===== config.mk =====
export PLATFORM = sky130hd
export DESIGN_NAME = aes_tx_framer
export DESIGN_NICKNAME = d
export VERILOG_FILES = /design/src/rtl/aes_tx_pkg.sv /design/src/rtl/aes_tx_pin_cond.sv /design/src/rtl/aes_tx_seq.sv /design/src/rtl/aes_tx_bmc.sv /design/src/rtl/aes_tx_framer.sv
export SDC_FILE = /design/constraint.sdc
export NUM_CORES = 1
export LEC_CHECK = 0
export ABC_AREA = 1
export BUFFER_PORTS_ARGS = -buffer_cell sky130_fd_sc_hd__buf_2
export CAP_MARGIN = 30
export CORE_MARGIN = 8
export CORE_UTILIZATION = 24
export DETAILED_ROUTE_END_ITERATION = 12
export GPL_TIMING_DRIVEN = 0
export PLACE_DENSITY_LB_ADDON = 0.15
export SYNTH_ARGS = -nofsm -noshare
export SYNTH_HDL_FRONTEND = slang
export SYNTH_SLANG_ARGS = --single-unit

===== constraint.sdc =====
create_clock -name clk -period 3 [get_ports clk]
set_input_delay 0.15 -clock clk [delete_from_list [all_inputs] [get_ports clk]]
set_output_delay 0.15 -clock clk [all_outputs]
set_load 0.05 [all_outputs]

===== src/rtl/aes_tx_pkg.sv =====
package aes_tx_pkg;
  localparam int CELL_W   = 7;   // 128 half cells per frame
  localparam int AUDIO_W  = 24;
  localparam logic [4:0] SLOT_DATA0 = 5'd4;
  localparam logic [4:0] SLOT_ALAST = 5'd27;
  localparam logic [4:0] SLOT_V     = 5'd28;
  localparam logic [4:0] SLOT_U     = 5'd29;
  localparam logic [4:0] SLOT_C     = 5'd30;
  localparam logic [4:0] SLOT_P     = 5'd31;

  typedef enum logic [1:0] {PRE_X = 2'd0, PRE_Y = 2'd1, PRE_Z = 2'd2} pre_kind_e;

  // Half-cell levels after a low line, leftmost sent first.
  function automatic logic [7:0] pre_cells(pre_kind_e k);
    case (k)
      PRE_Z:   return 8'b1110_1000;
      PRE_Y:   return 8'b1110_0100;
      default: return 8'b1110_0010;
    endcase
  endfunction

  // Biphase-mark: toggle at every slot start, toggle mid-slot for a one.
  function automatic logic bmc_level(logic prev, logic second_half, logic bit_v);
    if (!second_half) return ~prev;
    return bit_v ? ~prev : prev;
  endfunction
endpackage


===== src/rtl/aes_tx_pin_cond.sv =====
module aes_tx_pin_cond #(
  parameter int SYNC_STAGES = 2,
  parameter int QUAL_CYCLES = 3
) (
  input  logic clk,
  input  logic rst_n,
  input  logic bnd_in,
  input  logic lrck,
  input  logic bnd_dir,
  input  logic lrck_align,
  output logic bnd_fire,
  output logic lrck_rise
);
  localparam int CW = $clog2(QUAL_CYCLES + 2);
  localparam logic [CW-1:0] CNT_FIRE = CW'(QUAL_CYCLES);
  localparam logic [CW-1:0] CNT_SAT  = CW'(QUAL_CYCLES + 1);

  logic [SYNC_STAGES-1:0] bnd_s, lrck_s;
  logic [CW-1:0] hi_cnt;
  logic lrck_d;
  logic bnd_sync, lrck_sync;

  assign bnd_sync  = bnd_s[SYNC_STAGES-1];
  assign lrck_sync = lrck_s[SYNC_STAGES-1];

  always_ff @(posedge clk or negedge rst_n) begin
    if (!rst_n) begin
      bnd_s  <= '0;
      lrck_s <= '0;
      lrck_d <= 1'b0;
      hi_cnt <= '0;
    end else begin
      bnd_s[0]  <= bnd_in;
      lrck_s[0] <= lrck;
      for (int i = 1; i < SYNC_STAGES; i++) begin
        bnd_s[i]  <= bnd_s[i-1];
        lrck_s[i] <= lrck_s[i-1];
      end
      lrck_d <= lrck_sync;
      if (!bnd_sync)             hi_cnt <= '0;
      else if (hi_cnt != CNT_SAT) hi_cnt <= hi_cnt + 1'b1;
    end
  end

  // Fires once, on the (QUAL_CYCLES+1)-th consecutive high cycle.
  assign bnd_fire  = !bnd_dir && bnd_sync && (hi_cnt == CNT_FIRE);
  assign lrck_rise = bnd_dir && lrck_align && lrck_sync && !lrck_d;
endmodule


===== src/rtl/aes_tx_seq.sv =====
module aes_tx_seq
  import aes_tx_pkg::*;
#(
  parameter int FRAMES = 192,
  localparam int FW = $clog2(FRAMES)
) (
  input  logic              clk,
  input  logic              rst_n,
  input  logic              bnd_fire,
  input  logic              lrck_rise,
  output logic [CELL_W-1:0] cell_cnt,
  output logic [FW-1:0]     frame_idx,
  output pre_kind_e         pre_kind,
  output logic              block_first
);
  localparam logic [FW-1:0] LAST_FRAME = FW'(FRAMES - 1);

  function automatic logic [FW-1:0] next_frame(logic [FW-1:0] f);
    return (f == LAST_FRAME) ? '0 : f + 1'b1;
  endfunction

  always_ff @(posedge clk or negedge rst_n) begin
    if (!rst_n) begin
      cell_cnt  <= '0;
      frame_idx <= '0;
    end else if (bnd_fire) begin
      cell_cnt  <= '0;
      frame_idx <= '0;
    end else if (lrck_rise) begin
      cell_cnt  <= '0;
      frame_idx <= next_frame(frame_idx);
    end else begin
      cell_cnt <= cell_cnt + 1'b1;
      if (&cell_cnt) frame_idx <= next_frame(frame_idx);
    end
  end

  assign block_first = (frame_idx == '0);
  assign pre_kind = cell_cnt[CELL_W-1] ? PRE_Y : (block_first ? PRE_Z : PRE_X);
endmodule


===== src/rtl/aes_tx_bmc.sv =====
module aes_tx_bmc
  import aes_tx_pkg::*;
(
  input  logic               clk,
  input  logic               rst_n,
  input  logic [CELL_W-1:0]  cell_cnt,
  input  pre_kind_e          pre_kind,
  input  logic [AUDIO_W-1:0] audio_in,
  input  logic               v_in,
  input  logic               u_in,
  input  logic               c_in,
  input  logic               mute,
  output logic               line_lvl,
  output logic               enc_bit
);
  logic [AUDIO_W-1:0] sh_audio;
  logic sh_v, sh_u, sh_c, par_acc, pre_inv, line_nxt;
  logic [4:0] slot;
  logic sub_start, half, data_slot, audio_slot;
  logic [7:0] pat;

  assign slot       = cell_cnt[5:1];
  assign half       = cell_cnt[0];
  assign sub_start  = (cell_cnt[5:0] == 6'd0);
  assign data_slot  = (slot >= SLOT_DATA0);
  assign audio_slot = data_slot && (slot <= SLOT_ALAST);
  assign pat        = pre_cells(pre_kind);

  always_comb begin
    enc_bit = 1'b0;
    if (audio_slot) enc_bit = mute ? 1'b0 : sh_audio[slot - SLOT_DATA0];
    else begin
      case (slot)
        SLOT_V:  enc_bit = sh_v;
        SLOT_U:  enc_bit = sh_u;
        SLOT_C:  enc_bit = sh_c;
        SLOT_P:  enc_bit = par_acc;
        default: enc_bit = 1'b0;
      endcase
    end
  end

  always_comb begin
    if (!data_slot)
      line_nxt = pat[3'd7 - cell_cnt[2:0]] ^ (sub_start ? line_lvl : pre_inv);
    else
      line_nxt = bmc_level(line_lvl, half, enc_bit);
  end

  always_ff @(posedge clk or negedge rst_n) begin
    if (!rst_n) begin
      sh_audio <= '0;
      sh_v     <= 1'b0;
      sh_u     <= 1'b0;
      sh_c     <= 1'b0;
      par_acc  <= 1'b0;
      pre_inv  <= 1'b0;
      line_lvl <= 1'b0;
    end else begin
      line_lvl <= line_nxt;
      if (sub_start) begin
        sh_audio <= audio_in;
        sh_v     <= v_in;
        sh_u     <= u_in;
        sh_c     <= c_in;
        par_acc  <= 1'b0;
        pre_inv  <= line_lvl;
      end else if (half && data_slot && slot != SLOT_P) begin
        par_acc <= par_acc ^ enc_bit;
      end
    end
  end
endmodule


===== src/rtl/aes_tx_framer.sv =====
module aes_tx_framer
  import aes_tx_pkg::*;
#(
  parameter int FRAMES      = 192,
  parameter int SYNC_STAGES = 2,
  parameter int QUAL_CYCLES = 3
) (
  input  logic        clk,
  input  logic        rst_n,
  input  logic        clk_present,
  input  logic [23:0] left_smp,
  input  logic [23:0] right_smp,
  input  logic        valid_flag,
  input  logic        cs_bit,
  input  logic        u_reg_bit,
  input  logic        u_pin,
  input  logic        u_from_pin,
  input  logic        lrck,
  input  logic        lrck_align,
  input  logic        bnd_dir,
  input  logic        bnd_in,
  output logic        bnd_out,
  output logic        bnd_oe,
  input  logic        mute,
  input  logic        drv_off,
  output logic        txp,
  output logic        txn
);
  localparam int FW = $clog2(FRAMES);

  logic bnd_fire, lrck_rise, block_first, line_lvl, enc_bit, drv_en;
  logic [CELL_W-1:0] cell_cnt;
  logic [FW-1:0] frame_idx;
  pre_kind_e pre_kind;
  logic [AUDIO_W-1:0] audio_sel;

  aes_tx_pin_cond #(.SYNC_STAGES(SYNC_STAGES), .QUAL_CYCLES(QUAL_CYCLES)) cond_i (
    .clk(clk), .rst_n(rst_n), .bnd_in(bnd_in), .lrck(lrck), .bnd_dir(bnd_dir),
    .lrck_align(lrck_align), .bnd_fire(bnd_fire), .lrck_rise(lrck_rise)
  );

  aes_tx_seq #(.FRAMES(FRAMES)) seq_i (
    .clk(clk), .rst_n(rst_n), .bnd_fire(bnd_fire), .lrck_rise(lrck_rise),
    .cell_cnt(cell_cnt), .frame_idx(frame_idx), .pre_kind(pre_kind),
    .block_first(block_first)
  );

  assign audio_sel = cell_cnt[CELL_W-1] ? right_smp : left_smp;

  aes_tx_bmc bmc_i (
    .clk(clk), .rst_n(rst_n), .cell_cnt(cell_cnt), .pre_kind(pre_kind),
    .audio_in(audio_sel), .v_in(valid_flag),
    .u_in(u_from_pin ? u_pin : u_reg_bit), .c_in(cs_bit), .mute(mute),
    .line_lvl(line_lvl), .enc_bit(enc_bit)
  );

  assign drv_en  = rst_n && clk_present && !drv_off;
  assign txp     = drv_en && line_lvl;
  assign txn     = drv_en && !line_lvl;
  assign bnd_oe  = bnd_dir;
  assign bnd_out = bnd_dir && block_first;
endmodule


==> results.txt, run 1 <==
----------------------------------------------------
[Status]
  Result of the run ... finished clean

[Global route]
  Number of global-route vias before repair ... 2865
  Combined global-route utilization of all metal layers ... 10.15%
  Number of antenna violations at the first check in global routing ... 0
  Grt ovf ... 0
  First-pass GRT wire length ... 13570 um
  Maximum number of pins on one net before global-route repair ... 33

[Clocking]
  Post-CTS setup-driven buffer insertion count ... 0
  CTS tree ... yes
  Resize count post-CTS ... 0
  Clk pin slew, worst setup/hold paths ... ~70 ps
  Number of clock sinks seen by CTS ... 53
  CTS H-tree lvls ... 2
  Number of buffers between clock root and the deepest sink ... 2
  Num CTS Buffers ... 5
  Root buffer cell ... sky130_fd_sc_hd__clkbuf_16
  Clock latency on the worst-skew pair ... 290 ps

[Finish]
  Antenna diode count ... 0
  Number of cells in the finished layout apart from fillers ... 653
  Relative area change from synthesis to final layout ... 25.14%
  Final net count ... about 550
  Final cell utilization of the core ... 30.50%
  Share of post-route cells with drive strength above 1 ... between 20% and 30%
  Finished layout cell area ... 3817 um^2

[Synth]
  Basic-gate share of the synthesized area counting and, or, nand and nor cells ... 25.27%
  Leading cell types by count after synthesis ... sky130_fd_sc_hd__nand2_1 (103), sky130_fd_sc_hd__inv_1 (57), sky130_fd_sc_hd__dfrtp_1 (53), sky130_fd_sc_hd__o21ai_0 (48), sky130_fd_sc_hd__nor2_1 (29)
  Post-synthesis cell area ... 3050 um^2
  Syn nets ... 477
  Share of the yosys chip area belonging to registers ... 43.48%
  Post-synthesis share of cell area spent on xor and xnor gates ... approximately 1.1%
  Top_reg_cell synth ... sky130_fd_sc_hd__dfrtp_1
  Post-synthesis instance total ... roughly 400
  Number of enable-type register cells in the synthesized netlist ... 0
  Arithmetic-cell share of the synthesized area counting full adders, half adders and majority gates ... 4.512%
  Register bit count reported by yosys ... 53
  Number of warning messages in the yosys log ... 0
  Netlist cell types ... 35
  Cell taking the most area after synthesis ... sky130_fd_sc_hd__dfrtp_1
  Most frequently used cell type in the post-synthesis netlist ... sky130_fd_sc_hd__nand2_1
  Biggest area contributors in the synthesized netlist ... sky130_fd_sc_hd__dfrtp_1 (43%), sky130_fd_sc_hd__nand2_1 (13%), sky130_fd_sc_hd__o21ai_0 (7.9%)
  Multiplexer share of the synthesized area ... 0%
  Mean instance size in the synthesized netlist ... between 7 and 8 um^2
  Async set-reset flop share out of synthesis ... 100.0%
  Synth top area share ... 43.48%
  Combinational family with the most area after synthesis ... simple AND/OR/NAND/NOR gates
  Compound-gate portion of the synthesized area ... between 10% and 20%

[Critical path]
  Endpoint class of the critical path ... output port
  Critical-path maximum fanout ... 32
  Cell repeated most along the worst path ... sky130_fd_sc_hd__buf_2
  Required time reported for the critical path endpoint ... 2850 ps
  Crit-path max cell delay ... 600 ps
  Arrival time at the worst endpoint ... 2080 ps
  Critical path, cell by cell ... dlygate4sd3_1 -> buf_2 -> buf_12 -> inv_1 -> nor4_1 -> buf_2
  Crit path buffers/inverters ... 5
  Depth of the critical timing path with buffers and inverters included ... 6
  Critical path class ... in -> out
  R2R depth ... 10
  Slowest CP cell ... sky130_fd_sc_hd__buf_2
  Capturing point of the worst reg2reg path ... bmc_i.par_acc
  Cell family with the largest share of critical-path delay ... buffers and inverters
  Critical Path Start Type ... input pin
  Setup slack on the worst flop-to-flop path ... 1130 ps
  R2r startpoint ... seq_i.cell_cnt[3]

[Die]
  Horizontal die dimension ... 128.7 um
  Area of the core ... 12520 um^2
  Io pins ... 66
  Initial Utilization ... 24.37%
  Die Area ... 16570 um^2
  DIE HEIGHT ... 128.7 um
  Rows ... just over 40

[Route]
  DR vias ... 2750
  Via density ... between 4 and 5
  Avg WL per Cell ... 12.04 um
  DR iter-0 viols ... 93
  DRT antenna net count ... 0
  Number of remaining DRC errors ... 0
  Sum of routed wire length over all layers ... 7860 um
  Number of search-and-repair iterations in the first detailed-routing pass ... 4

[Run]
  Max-capacitance violation count ... 0

[Timing]
  Slew headroom ... 50.10%
  Setup TNS ... 0 ps
  Final Cycle Share ... 74.44%
  Hold violation count in the final report ... 0
  Worst Max-Slew Pin Slew ... ~750 ps
  Largest clock skew in the final design ... 6.444 ps
  Setup violations, final ... 0
  Post-layout min period ... around 2200 ps
  Max Slew Vio Count ... 0
  Setup repair after global routing missed its margin ... no
  Slack of the critical path ... 766.8 ps
  Achievable clock frequency ... 447.8 MHz

[Place]
  Worst-case setup slack after placement ... 1144 ps
  Number of port buffers ... 65
  Weighted congestion at the end of routability-driven global placement ... approximately 0.8
  Total instance count after detailed placement ... ~640
  Hpwl dp ... approximately 6200 um
  Placement Cell Area ... 3611 um^2

[Hold path]
  Worst hold path cell count ... 3
  Launch point of the worst hold path ... cs_bit
  Worst Hold Endpoint ... bmc_i.sh_c
  Type of the tightest min-delay check ... in -> reg

[Power and ir drop]
  Leak ... 1.888 nW
  Ratio of total power to cell area ... roughly 840 nW/um^2
  Highest ir drop seen on vdd ... 0.0002445 V

----------------------------------------------------
## where the power goes
part / switching (mW) / internal (mW) / leakage (nW) / total (mW)
Combinational: 0.823 / 0.513 / 1.14 / 1.34
Clock: 0.264 / 0.417 / 0.0831 / 0.681
Sequential: 0.181 / 0.995 / 0.661 / 1.18
Total: 1.27 / 1.92 / 1.89 / 3.19
## through the flow
step           hold WS [ps]  power (mW)
3_3_place_gp          258.0       2.525
6_report              64.21       3.193
3_5_place_dp          260.5       2.545
4_1_cts               63.52       3.252
5_1_grt               76.65       3.514
2_1_floorplan        -145.6       2.169
## worst max-delay path by stage
stage,from,endpoint
2_1_floorplan,bmc_i.line_lvl,txp
5_1_grt,rst_n,txp
3_3_place_gp,rst_n,txn
3_5_place_dp,seq_i.cell_cnt[3],bmc_i.par_acc
6_report,rst_n,txp
4_1_cts,rst_n,txp
## logic make-up (layout without fill, tap and decap cells)
| group | Yosys count | in the layout |
|---|---|---|
| buffers and inverters | 76 | 153 |
| DFF | 53 | 53 |
| AOI/OAI and AO/OA | 79 | 79 |
| adders and majority gates | 11 | 11 |
| and+or+nand+nor | 181 | 181 |
| xor gates and xnor gates | 4 | 4 |
## per-layer routing
layer	vias to the layer above	share of wire, %	track usage, %
li1	1447	-	-
met1	1243	48	13.18
met2	52	47	16.69
met3	8	3.3	1.655
met4	0	1.5	3.525
met5	-	0	0
## worst reg2reg max path, cell delays in order, from the launching register on
cell and delay (ps):
sky130_fd_sc_hd__dfrtp_1 520, sky130_fd_sc_hd__inv_1 230, sky130_fd_sc_hd__ha_1 260, sky130_fd_sc_hd__xor2_1 180
sky130_fd_sc_hd__nor2_1 80, sky130_fd_sc_hd__a21oi_2 140, sky130_fd_sc_hd__nand3_2 110, sky130_fd_sc_hd__nand2_2 90
sky130_fd_sc_hd__nand3_1 60, sky130_fd_sc_hd__nand2_1 70, sky130_fd_sc_hd__nor2_1 40
## repair_timing
item	in CTS	in global routing
setup endpoints to repair	0	0
hold buffers	3	0
hold endpoints to repair	33	0
## flip-flops by register name, summed over array words and instances (netlist names)
register,flops
cond_i.lrck_s,2
bmc_i.sh_c,1
seq_i.cell_cnt,7
bmc_i.line_lvl,1
bmc_i.sh_u,1
bmc_i.sh_audio,24
cond_i.hi_cnt,3
bmc_i.pre_inv,1
bmc_i.sh_v,1
seq_i.frame_idx,8
cond_i.lrck_d,1
bmc_i.par_acc,1
cond_i.bnd_s,2
## layout make-up
class,count,area [um^2]
Clock buffer,6,138.9
Tap cell,172,215.2
Multi-Input combinational cell,275,1389
Buffer,15,103.9
Fill cell,1400,8700
Clock inverter,2,37.54
Sequential cell,53,1326
Timing Repair Buffer,69,375.4
Inverter,61,231.5
## placed cells by master (no fill, tap or decap), drive strengths merged
master	count
a21oi	14
a31oi	1
buf	77
bufinv	1
clkbuf	10
clkinv	1
clkinvlp	1
dfrtp	53
dlygate4sd3	3
ha	11
inv	60
nand2	104
nand3	28
nand3b	1
nand4	2
nor2	32
nor3	10
nor4	3
o2111ai	1
o211ai	8
o21a	1
o21ai	54
or2	1
xnor2	1
xor2	3
No activity file was read; power rests on OpenSTA's default activity.
==> run 2: changes to the inputs <==
clock period = 1.8 ns   (was 3 ns; I/O delays follow)
==> run 2 against run 1 <==
Effect of this change: non-clock buffer count up 14; die area unchanged; wire length up 0.90%; global-route usage down 0.064 points; via count about the same; clock skew up 0.52 ps; hold slack worse by 56 ps; sequential power up 66%; setup slack worse by 680 ps.
==> results.txt, run 2 (synthesis gave the netlist of run 1 again) <==
----------------------------------------------------
[Status]
  Result of the run ... finished clean

[Timing]
  Slew headroom ... 68.24% (+18 points)
  Max Slew Vio Count ... 0 (unchanged)
  Slack of the critical path ... 90.79 ps (-676.0 ps)
  Hold violation count in the final report ... 0 (unchanged)
  Post-layout min period ... 1709 ps
  Setup violations, final ... 0 (unchanged)
  Setup repair after global routing missed its margin ... yes
  Final-layout worst hold slack ... 8.713 ps (-55.50 ps)
  Achievable clock frequency ... 585.1 MHz
  Final Cycle Share ... 94.96%
  Largest clock skew in the final design ... 6.964 ps (+0.5202 ps)
  Worst Max-Slew Pin Slew ... 476.3 ps (-272.1 ps)

[Global route]
  Combined global-route utilization of all metal layers ... 10.09% (-0.064 points)
  Number of global-route vias before repair ... 2912 (+1.6%)
  First-pass GRT wire length ... 13600 um (+0.20%)
  Grt ovf ... 0 (unchanged)
  Maximum number of pins on one net before global-route repair ... 30 (-9.1%)
  Number of antenna violations at the first check in global routing ... 0 (unchanged)

[Route]
  Number of search-and-repair iterations in the first detailed-routing pass ... 4 (unchanged)
  Via density ... 4.132 (-1.9%)
  DRT antenna net count ... 0 (unchanged)
  Number of remaining DRC errors ... 0 (unchanged)
  DR iter-0 viols ... 86 (-7.5%)
  Sum of routed wire length over all layers ... 7931 um (+0.90%)
  DR vias ... 2752 (+0.073%)
  Avg WL per Cell ... 11.91 um (-1.1%)

[Finish]
  Relative area change from synthesis to final layout ... 30.93%
  Largest register FFs ... 24 (unchanged)
  Share of post-route cells with drive strength above 1 ... 24.49% (+3.9 points)
  Final net count ... 567 (+2.5%)
  Largest register by flop count ... bmc_i.sh_audio
  Most frequent standard cell in the layout excluding fill and tap cells ... sky130_fd_sc_hd__nand2_1
  Commonest non-fill, non-tap cells in the layout ... sky130_fd_sc_hd__nand2_1 (103), sky130_fd_sc_hd__buf_2 (70), sky130_fd_sc_hd__inv_1 (55), sky130_fd_sc_hd__dfrtp_1 (51), sky130_fd_sc_hd__o21ai_0 (47)
  Antenna diode count ... 0 (unchanged)
  Top flop regs ... bmc_i.sh_audio: 24 flops, seq_i.frame_idx: 8 flops, seq_i.cell_cnt: 7 flops
  Finished layout cell area ... 3994 um^2 (+4.6%)
  Number of cells in the finished layout apart from fillers ... 666 (+2.0%)

[Power and ir drop]
  Power, Total ... 5.435 mW (+70%)
  Sequential share of power ... 36.0% (-0.8 points)
  Internal Dissipation ... 3.285 mW (+71%)
  Highest ir drop seen on vdd ... 0.0004478 V (+83%)
  Clock group share of total power ... 19.9% (-1.4 points)
  Leak ... 1.958 nW (+3.7%)
  Switching component of the power ... 2.150 mW (+70%)
  Switching share of power ... 39.56% (-0.16 points)
  Combinational group share of total power ... 44.2% (+2.4 points)
  Ratio of total power to cell area ... 1361 nW/um^2 (+63%)

[Critical path]
  Arrival time at the worst endpoint ... 1890 ps (-190 ps)
  Crit-path max cell delay ... 380 ps (-220 ps)
  Critical-path maximum fanout ... 6 (-81%)
  Critical Path Start Type ... register
  Slowest CP cell ... sky130_fd_sc_hd__dfrtp_1
  Setup slack on the worst flop-to-flop path ... 90 ps (-1040 ps)
  Critical path, cell by cell ... ha_1 -> ha_1 -> nand3_2 -> o21ai_4 -> a21oi_4 -> buf_4 -> buf_4 -> nor2_1 -> o21a_1
  Cell family with the largest share of critical-path delay ... compound AO/OA/AOI/OAI gates
  Crit path buffers/inverters ... 2 (-3)
  Required time reported for the critical path endpoint ... 1980 ps (-870 ps)
  Endpoint class of the critical path ... register
  Critical path class ... reg -> reg

[Die]
  Io pins ... 66 (unchanged)
  Die Area ... 16570 um^2 (unchanged)
  Horizontal die dimension ... 128.7 um (unchanged)
  Area of the core ... 12520 um^2 (unchanged)
  Initial Utilization ... 24.37% (unchanged)
  Rows ... 41 (unchanged)
  DIE HEIGHT ... 128.7 um (unchanged)

[Place]
  Number of port buffers ... 65 (unchanged)
  Placement Cell Area ... 3623 um^2 (+0.35%)
  Weighted congestion at the end of routability-driven global placement ... 0.7938 (-0.28%)
  Total instance count after detailed placement ... 642 (unchanged)
  Hpwl dp ... 6099 um (-1.1%)
  Worst-case setup slack after placement ... -40.78 ps (-1185 ps)

[Run]
  Max-capacitance violation count ... 0 (unchanged)

[Clocking]
  Num CTS Buffers ... 5 (unchanged)
  Clk pin slew, worst setup/hold paths ... 70 ps (about the same)
  Number of clock sinks seen by CTS ... 53 (unchanged)
  Number of buffers between clock root and the deepest sink ... 2 (unchanged)
  Clock latency on the worst-skew pair ... 290 ps (about the same)
  CTS tree ... yes
  CTS H-tree lvls ... 2 (unchanged)
  Root buffer cell ... sky130_fd_sc_hd__clkbuf_16

[Hold path]
  Type of the tightest min-delay check ... in -> reg

----------------------------------------------------
run 2: changes by cell type in the layout (fill, tap and decap cells not counted), sizes merged:
cell and change:
buf +12, clkbuf -1, clkinvlp +1, dlygate4sd3 +2
inv -1
run 2: final cells by class:
class                           instances  area (um^2)
Sequential cell                        53         1329
Clock inverter                          2        35.03
Buffer                                 14        103.9
Inverter                               61        239.0
Multi-Input combinational cell        275         1433
Tap cell                              172        215.2
Clock buffer                            5        125.1
Timing Repair Buffer                   84        514.2
Fill cell                            1370         8523
run 2: worst paths after layout:
kind | startpoint | end | depth (start not counted)
setup / recovery | cond_i.hi_cnt[0] | seq_i.frame_idx[4] | 9
hold / removal | cs_bit | bmc_i.sh_c | 3
setup reg to reg | cond_i.hi_cnt[0] | seq_i.frame_idx[4] | 9
hold reg to reg | cond_i.bnd_s[0] | cond_i.bnd_s[1] | 0
max in group asynchronous | rst_n | bmc_i.sh_audio[9] | 3
min in group asynchronous | rst_n | bmc_i.sh_audio[3] | 2
run 2: per-stage QoR:
| stage | utilization, % | setup TNS (ps) |
|---|---|---|
| after floorplan | - | 0 |
| after global placement | 28.79 | -264.8 |
| after detailed placement | 28.95 | -66.26 |
| after CTS | 31.09 | 0 |
| after global routing | 31.91 | -365.7 |
| final | 31.91 | 0 |
run 2: power groups by stage:
stage                     Clock [mW]  Sequential, mW  Combinational [mW]
after global routing            1.15            2.01                2.83
after detailed placement           0            1.98                2.27
after floorplan                    0            1.90                1.73
final                           1.08            1.96                2.40
after CTS                       1.11            1.96                2.33
after global placement             0            1.98                2.23
run 2: per-layer routing:
layer  vias up  part of all wire (%)  track usage (%)
met4         0                   1.1            3.041
li1       1473                     -                -
met3         5                   2.3            1.614
met1      1235                    49            13.21
met5         -                     0                0
met2        39                    48            16.69
run 2: tightest hold or removal path: stages:
cell                      delay (ps)
sky130_fd_sc_hd__buf_2            80
sky130_fd_sc_hd__nand2_1          50
sky130_fd_sc_hd__nand2_1          50
run 2: repair_timing:
| action | in CTS | in global routing |
|---|---|---|
| buffers inserted | 6 | 6 |
| hold endpoints to repair | 28 | 0 |
| setup endpoints to repair | 5 | 35 |
| pin swaps | 0 | 5 |
| hold buffers | 5 | 0 |
| gates resized for setup | 3 | 10 |
